===== src/rtl/flash_reader_pkg.sv =====
package flash_reader_pkg;

    localparam int OP_W       = 8;
    localparam int ADDR_W     = 24;
    localparam int DUMMY_CLKS = 8;

    typedef enum logic [1:0] {
        LW_SINGLE = 2'd0,
        LW_DUAL   = 2'd1,
        LW_QUAD   = 2'd2
    } lane_w_t;

    typedef enum logic [2:0] {
        S_IDLE,
        S_SHIFT,
        S_TAIL,
        S_GAP,
        S_DRAIN,
        S_FIN
    } rd_state_t;

    function automatic lane_w_t decode_width(input logic [1:0] code);
        case (code)
            2'd1:    return LW_DUAL;
            2'd2:    return LW_QUAD;
            default: return LW_SINGLE;
        endcase
    endfunction

    function automatic logic [OP_W-1:0] opcode_for(input lane_w_t w);
        case (w)
            LW_DUAL: return 8'h3B;
            LW_QUAD: return 8'h6B;
            default: return 8'h03;
        endcase
    endfunction

endpackage


===== src/rtl/flash_reader_pacer.sv =====
module flash_reader_pacer #(
    parameter int HALF = 2
) (
    input  logic clk,
    input  logic rst_n,
    input  logic run,
    input  logic hold,
    output logic tick
);
    localparam int CW = (HALF > 1) ? $clog2(HALF) : 1;
    localparam logic [CW-1:0] LAST = CW'(HALF - 1);

    logic [CW-1:0] cnt;
    logic          at_end;

    assign at_end = (cnt == LAST);
    assign tick   = run && !hold && at_end;

    always_ff @(posedge clk or negedge rst_n) begin
        if (!rst_n) begin
            cnt <= '0;
        end else if (!run) begin
            cnt <= '0;
        end else if (at_end) begin
            if (!hold) cnt <= '0;
        end else begin
            cnt <= cnt + 1'b1;
        end
    end
endmodule


===== src/rtl/flash_reader_lanes.sv =====
module flash_reader_lanes
    import flash_reader_pkg::*;
(
    input  lane_w_t    width,
    input  logic [7:0] cur,
    input  logic [3:0] din,
    output logic [7:0] nxt,
    output logic [2:0] last_grp
);
    always_comb begin
        unique case (width)
            LW_DUAL: begin
                nxt      = {cur[5:0], din[1:0]};
                last_grp = 3'd3;
            end
            LW_QUAD: begin
                nxt      = {cur[3:0], din[3:0]};
                last_grp = 3'd1;
            end
            default: begin
                nxt      = {cur[6:0], din[1]};
                last_grp = 3'd7;
            end
        endcase
    end
endmodule


===== src/rtl/flash_reader_hold.sv =====
module flash_reader_hold (
    input  logic       clk,
    input  logic       rst_n,
    input  logic       load,
    input  logic [7:0] load_byte,
    output logic       pend_full,
    output logic       empty,
    output logic [7:0] rd_data,
    output logic       rd_valid,
    input  logic       rd_ready
);
    logic [7:0] pend_byte;

    assign empty = !pend_full && !rd_valid;

    always_ff @(posedge clk or negedge rst_n) begin
        if (!rst_n) begin
            pend_full <= 1'b0;
            pend_byte <= '0;
            rd_data   <= '0;
            rd_valid  <= 1'b0;
        end else begin
            if (pend_full && (!rd_valid || rd_ready)) begin
                rd_data   <= pend_byte;
                rd_valid  <= 1'b1;
                pend_full <= 1'b0;
            end else if (rd_valid && rd_ready) begin
                rd_valid <= 1'b0;
            end
            if (load) begin
                pend_full <= 1'b1;
                pend_byte <= load_byte;
            end
        end
    end
endmodule


===== src/rtl/flash_reader.sv =====
module flash_reader
    import flash_reader_pkg::*;
#(
    parameter int CLK_DIV = 4,
    parameter int CNT_W   = 16
) (
    input  logic             clk,
    input  logic             rst_n,
    input  logic             start,
    input  logic [23:0]      start_addr,
    input  logic [CNT_W-1:0] byte_count,
    input  logic [1:0]       width_sel,
    output logic             cs_n,
    output logic             sck,
    output logic             io0_out,
    output logic             io0_oe,
    input  logic [3:0]       din,
    output logic [7:0]       rd_data,
    output logic             rd_valid,
    input  logic             rd_ready,
    output logic             done
);
    localparam int HALF     = (CLK_DIV / 2 < 1) ? 1 : CLK_DIV / 2;
    localparam int HDR_BITS = OP_W + ADDR_W;
    localparam int HC_W     = $clog2(HDR_BITS + DUMMY_CLKS + 1);
    localparam logic [HC_W-1:0] HDR_END  = HC_W'(HDR_BITS);
    localparam logic [HC_W-1:0] HDR_DUMY = HC_W'(HDR_BITS + DUMMY_CLKS);

    rd_state_t state, state_nx;

    lane_w_t              width_q, width_in;
    logic [OP_W-1:0]      op_in;
    logic [HDR_BITS-1:0]  cmd_sr;
    logic [HC_W-1:0]      hdr_cnt, hdr_len;
    logic [2:0]           grp_cnt, last_grp;
    logic [CNT_W-1:0]     bytes_left;
    logic [7:0]           asm_sr, lane_nxt;
    logic                 cs_q, sck_q, io0_q, oe_q;
    logic                 tick, run, hold, pend_full, buf_empty;
    logic                 in_hdr, rise_ev, fall_ev, load;

    assign width_in = decode_width(width_sel);
    assign op_in    = opcode_for(width_in);

    assign in_hdr  = (hdr_cnt < hdr_len);
    assign rise_ev = (state == S_SHIFT) && tick && !sck_q;
    assign fall_ev = (state == S_SHIFT) && tick && sck_q;
    assign load    = rise_ev && !in_hdr && (grp_cnt == last_grp);

    assign run  = (state == S_SHIFT) || (state == S_TAIL) || (state == S_GAP);
    assign hold = (state == S_SHIFT) && pend_full && !sck_q;

    flash_reader_pacer #(.HALF(HALF)) u_pacer (
        .clk   (clk),
        .rst_n (rst_n),
        .run   (run),
        .hold  (hold),
        .tick  (tick)
    );

    flash_reader_lanes u_lanes (
        .width    (width_q),
        .cur      (asm_sr),
        .din      (din),
        .nxt      (lane_nxt),
        .last_grp (last_grp)
    );

    flash_reader_hold u_hold (
        .clk       (clk),
        .rst_n     (rst_n),
        .load      (load),
        .load_byte (lane_nxt),
        .pend_full (pend_full),
        .empty     (buf_empty),
        .rd_data   (rd_data),
        .rd_valid  (rd_valid),
        .rd_ready  (rd_ready)
    );

    // state register
    always_ff @(posedge clk or negedge rst_n) begin
        if (!rst_n) state <= S_IDLE;
        else        state <= state_nx;
    end

    // transitions
    always_comb begin
        state_nx = state;
        unique case (state)
            S_IDLE:  if (start) state_nx = (byte_count == '0) ? S_FIN : S_SHIFT;
            S_SHIFT: if (fall_ev && !in_hdr && bytes_left == '0) state_nx = S_TAIL;
            S_TAIL:  if (tick) state_nx = S_GAP;
            S_GAP:   if (tick) state_nx = S_DRAIN;
            S_DRAIN: if (buf_empty) state_nx = S_FIN;
            S_FIN:   state_nx = S_IDLE;
            default: state_nx = S_IDLE;
        endcase
    end

    // outputs and datapath
    always_ff @(posedge clk or negedge rst_n) begin
        if (!rst_n) begin
            cs_q       <= 1'b1;
            sck_q      <= 1'b0;
            io0_q      <= 1'b0;
            oe_q       <= 1'b0;
            width_q    <= LW_SINGLE;
            cmd_sr     <= '0;
            hdr_cnt    <= '0;
            hdr_len    <= HDR_END;
            grp_cnt    <= '0;
            bytes_left <= '0;
            asm_sr     <= '0;
        end else begin
            unique case (state)
                S_IDLE: begin
                    if (start && byte_count != '0) begin
                        cs_q       <= 1'b0;
                        oe_q       <= 1'b1;
                        io0_q      <= op_in[OP_W-1];
                        cmd_sr     <= {op_in, start_addr};
                        width_q    <= width_in;
                        hdr_len    <= (width_in == LW_SINGLE) ? HDR_END : HDR_DUMY;
                        hdr_cnt    <= '0;
                        grp_cnt    <= '0;
                        bytes_left <= byte_count;
                    end
                end
                S_SHIFT: begin
                    if (rise_ev) begin
                        sck_q <= 1'b1;
                        if (in_hdr) begin
                            hdr_cnt <= hdr_cnt + 1'b1;
                        end else begin
                            asm_sr <= lane_nxt;
                            if (grp_cnt == last_grp) begin
                                grp_cnt    <= '0;
                                bytes_left <= bytes_left - 1'b1;
                            end else begin
                                grp_cnt <= grp_cnt + 1'b1;
                            end
                        end
                    end else if (fall_ev) begin
                        sck_q <= 1'b0;
                        if (hdr_cnt < HDR_END) begin
                            io0_q  <= cmd_sr[HDR_BITS-2];
                            cmd_sr <= {cmd_sr[HDR_BITS-2:0], 1'b0};
                        end else begin
                            io0_q <= 1'b0;
                            oe_q  <= 1'b0;
                        end
                    end
                end
                S_TAIL: begin
                    if (tick) cs_q <= 1'b1;
                end
                default: ;
            endcase
        end
    end

    assign cs_n    = cs_q;
    assign sck     = sck_q;
    assign io0_out = io0_q;
    assign io0_oe  = oe_q;
    assign done    = (state == S_FIN);

endmodule


===== config.mk =====
export PLATFORM = sky130hd
export DESIGN_NAME = flash_reader
export DESIGN_NICKNAME = d
export VERILOG_FILES = /design/src/rtl/flash_reader_pkg.sv /design/src/rtl/flash_reader_pacer.sv /design/src/rtl/flash_reader_lanes.sv /design/src/rtl/flash_reader_hold.sv /design/src/rtl/flash_reader.sv
export SDC_FILE = /design/constraint.sdc
export NUM_CORES = 1
export LEC_CHECK = 0
export BUFFER_PORTS_ARGS = -buffer_cell sky130_fd_sc_hd__buf_2
export CORE_MARGIN = 3
export CORE_UTILIZATION = 55
export CTS_CLUSTER_SIZE = 24
export DETAILED_ROUTE_END_ITERATION = 16
export GPL_TIMING_DRIVEN = 0
export PLACE_DENSITY = 0.77
export SLEW_MARGIN = 20
export SYNTH_ARGS = -nofsm -noshare
export SYNTH_HDL_FRONTEND = slang
export SYNTH_SLANG_ARGS = --single-unit

===== constraint.sdc =====
create_clock -name clk -period 3.9 [get_ports clk]
set_clock_uncertainty 0.15 [all_clocks]
set_input_delay 0.78 -clock clk [delete_from_list [all_inputs] [get_ports clk]]
set_output_delay 0.78 -clock clk [all_outputs]
set_load 0.01 [all_outputs]

==> summary.txt <==
Route
  • WL/cell: 15.8 µm
  • Final ANT Viol Nets: 0
  • Drt first pass iters: 5
  • DR vias: 3875
  • Routed wire length: 10500 µm
  • Drt initial violations: 231
  • Residual DRC: 0
  • Via density: 5.85

Worst setup path
  • Req. time, crit path: 4.04 ns
  • Reg2reg end: state[1]
  • Crit path launch: bytes_left[0]
  • Reg2reg start: bytes_left[0]
  • CP endpoint kind: flip-flop
  • Crit path max fanout: 7
  • Crit path kind: reg2reg
  • Reg2Reg Setup Slack: 1.35 ns
  • Crit path arrival time: 2.69 ns
  • Startpoint types: flip-flop
  • Worst reg2reg path depth: 7

Layout
  • Layout Nets: 612
  • Diodes inserted: 0
  • Share of layout cells above drive strength 1: 0.218
  • Area growth, synth to finish: 14.2%
  • Final core utilization: 0.666
  • Most common cell after layout, fill and taps aside: dfrtp_1
  • Final Instance Area: 5280 µm²
  • Most frequent cells in the layout: 91 x dfrtp_1, 79 x buf_2, 69 x nand2_1, 41 x o21ai_0, 33 x nor2_1
  • Fillers: 656

Place
  • Dpl cell area: 5100 µm²
  • Port-buffer cells: 63
  • Routability cong.: 0.893
  • Final HPWL from detailed placement: 7650 µm

Die
  • Core Region: 7930 µm²
  • Die X: 97.7 µm
  • Ports: 64
  • Die area: 9540 µm²
  • Die Y-Extent: 97.7 µm
  • Initial core utilization: 0.583
  • Row Count: 32

Logic synthesis
  • Unique masters post-synth: 54
  • EDFF count, synth: 0
  • Predominant post-synthesis flop cell: dfrtp_1
  • Post-synth ARST share: 1.00
  • Seq/Total Area, Yosys: 0.499
  • Syn Inst Count: 480
  • Synth Register Bits: 92
  • Synth warnings: 0
  • Post-synthesis cell area: 4620 µm²
  • Synthesized net count: 537
  • Mean Syn Cell Area: 9.63 µm²

Timing
  • Slew margin rel.: 0.438
  • Final Hold Viols: 0
  • Final period utilization: 0.653
  • Setup TNS: 0 ns
  • Fmax: 393 MHz
  • Slew of the pin with the lowest slew margin: 0.842 ns
  • Setup violators final: 0
  • RSZ-0062 raised after global routing: false
  • Tmin final: 2.55 ns
  • Slew Limit Fails: 0

Clocking
  • Post-CTS Setup Inserts: 0
  • TritonCTS Sinks: 92
  • Worst-skew pair later-pin latency: 0.36 ns
  • CTS tree: yes
  • Post-CTS sizing: 0
  • Clk root buf: clkbuf_8
  • Clock Path Buffers: 2
  • Clk pin slew, worst setup/hold paths: 0.10 ns
  • # hold bufs at CTS: 0
  • H-tree Lvls: 3
  • Num CTS Buffers: 9

Global routing
  • Grt met3 use: 0.0431
  • Initial antenna violation count: 0
  • GR Layer Usage met1: 0.308
  • Most used routing layer: met2
  • Remaining Overflow, GRT: 0
  • Tot GR Track Use: 0.233
  • Met2 Use GR: 0.389
  • First-pass GRT wire length: 18500 µm
  • Largest net degree at the start of global routing: 52
  • Vias in the first global route: 3902

Power and ir drop
  • Sw Share: 0.400
  • Internal: 0.00202 W
  • Max rail drop VDD: 278 µV
  • Combinational power share: 0.363
  • Clock power frac: 0.179
  • Static Leak: 2.31 nW
  • Total Power: 0.00337 W
  • Seq pwr share: 0.458
  • P_sw: 0.00135 W
  • Total power per unit cell area: 638 nW/µm²

Worst hold path
  • Hold Crit Class: in2async

Outcome
  • Status: completed

Flow run
  • MaxCap Viol Count: 0
metal layers:
layer | vias to the layer above | part of all wire
li1 | 1860 | -
met1 | 1882 | 0.45
met2 | 115 | 0.48
met3 | 18 | 0.048
met4 | 0 | 0.018
met5 | - | 0
metrics by stage:
step                hold WS [ns]  worst slack, ns  cells
finish                     0.167             1.35    662
global route               0.183             1.12    662
CTS                        0.182             1.39    662
detailed placement         0.312             1.06    646
global placement           0.309             1.00    645
floorplan                  0.292             1.56    480
logic make-up after synthesis:
family	after synthesis	share of synthesized area
flip-flops	92	0.499
XOR/XNOR	6	0.0114
buffers and inverters	41	0.0379
AND/OR/NAND/NOR	156	0.164
adder cells (fa/ha/maj)	7	0.0190
AO/OA/AOI/OAI	139	0.182
multiplexers	39	0.0875
how the worst max path moves through the flow:
stage / slack, ns / cells after the start / endpoint
after global placement: 1.00 / 1 / cmd_sr[7]
after global routing: 1.12 / 7 / bytes_left[14]
after floorplan: 1.56 / 6 / bytes_left[0]
after CTS: 1.39 / 9 / bytes_left[2]
after detailed placement: 1.06 / 6 / bytes_left[2]
final: 1.35 / 7 / state[1]
layout make-up:
cell class	count	area [µm²]	share of cell area
plain buffers	30	134	0.0254
clock buffers	9	124	0.0235
clock inverters	7	57.6	0.0109
inverters	11	41.3	0.00782
multi-input cells	347	2140	0.406
flip-flops and latches	92	2300	0.436
well taps	102	128	0.0242
repair buffers	64	349	0.0661
state kept, by name, summed over array words and instances (netlist names):
register          cells
hdr_len               1
bytes_left           16
cmd_sr               31
u_hold.pend_full      1
width_q               2
cs_n                  1
hdr_cnt               6
u_hold.rd_valid       1
sck                   1
state                 3
asm_sr                7
u_hold.rd_data        8
io0_out               1
grp_cnt               3
u_pacer.at_end        1
u_hold.pend_byte      8
io0_oe                1
power groups by stage:
stage               Combinational, W  Clock (W)  Sequential (W)
global route                 0.00140   0.000658         0.00159
finish                       0.00122   0.000602         0.00154
floorplan                   0.000878          0         0.00151
CTS                          0.00122   0.000611         0.00154
global placement             0.00115          0         0.00153
detailed placement           0.00122          0         0.00156
critical path: stages (launching register included):
cell,delay [ns]
dfrtp_1,0.42
inv_1,0.09
ha_1,0.18
nor3b_1,0.70
nand4_1,0.38
nor3b_1,0.33
a22oi_1,0.10
nor2_1,0.13
Yosys cell counts, drive strengths merged, types with 7 or more instances:
| cell | count | area, µm² |
|---|---|---|
| dfrtp | 91 | 2280 |
| nand2 | 69 | 259 |
| o21ai | 69 | 345 |
| nor2 | 34 | 130 |
| a21oi | 31 | 155 |
| mux2i | 28 | 280 |
| buf | 19 | 92.6 |
| clkbuf | 11 | 41.3 |
| inv | 11 | 41.3 |
| mux2 | 11 | 124 |
| a22oi | 10 | 75.1 |
| nor3 | 9 | 45.0 |
| ha | 7 | 87.6 |
| nor4 | 7 | 68.8 |
Power figures use the tool's default switching activity.
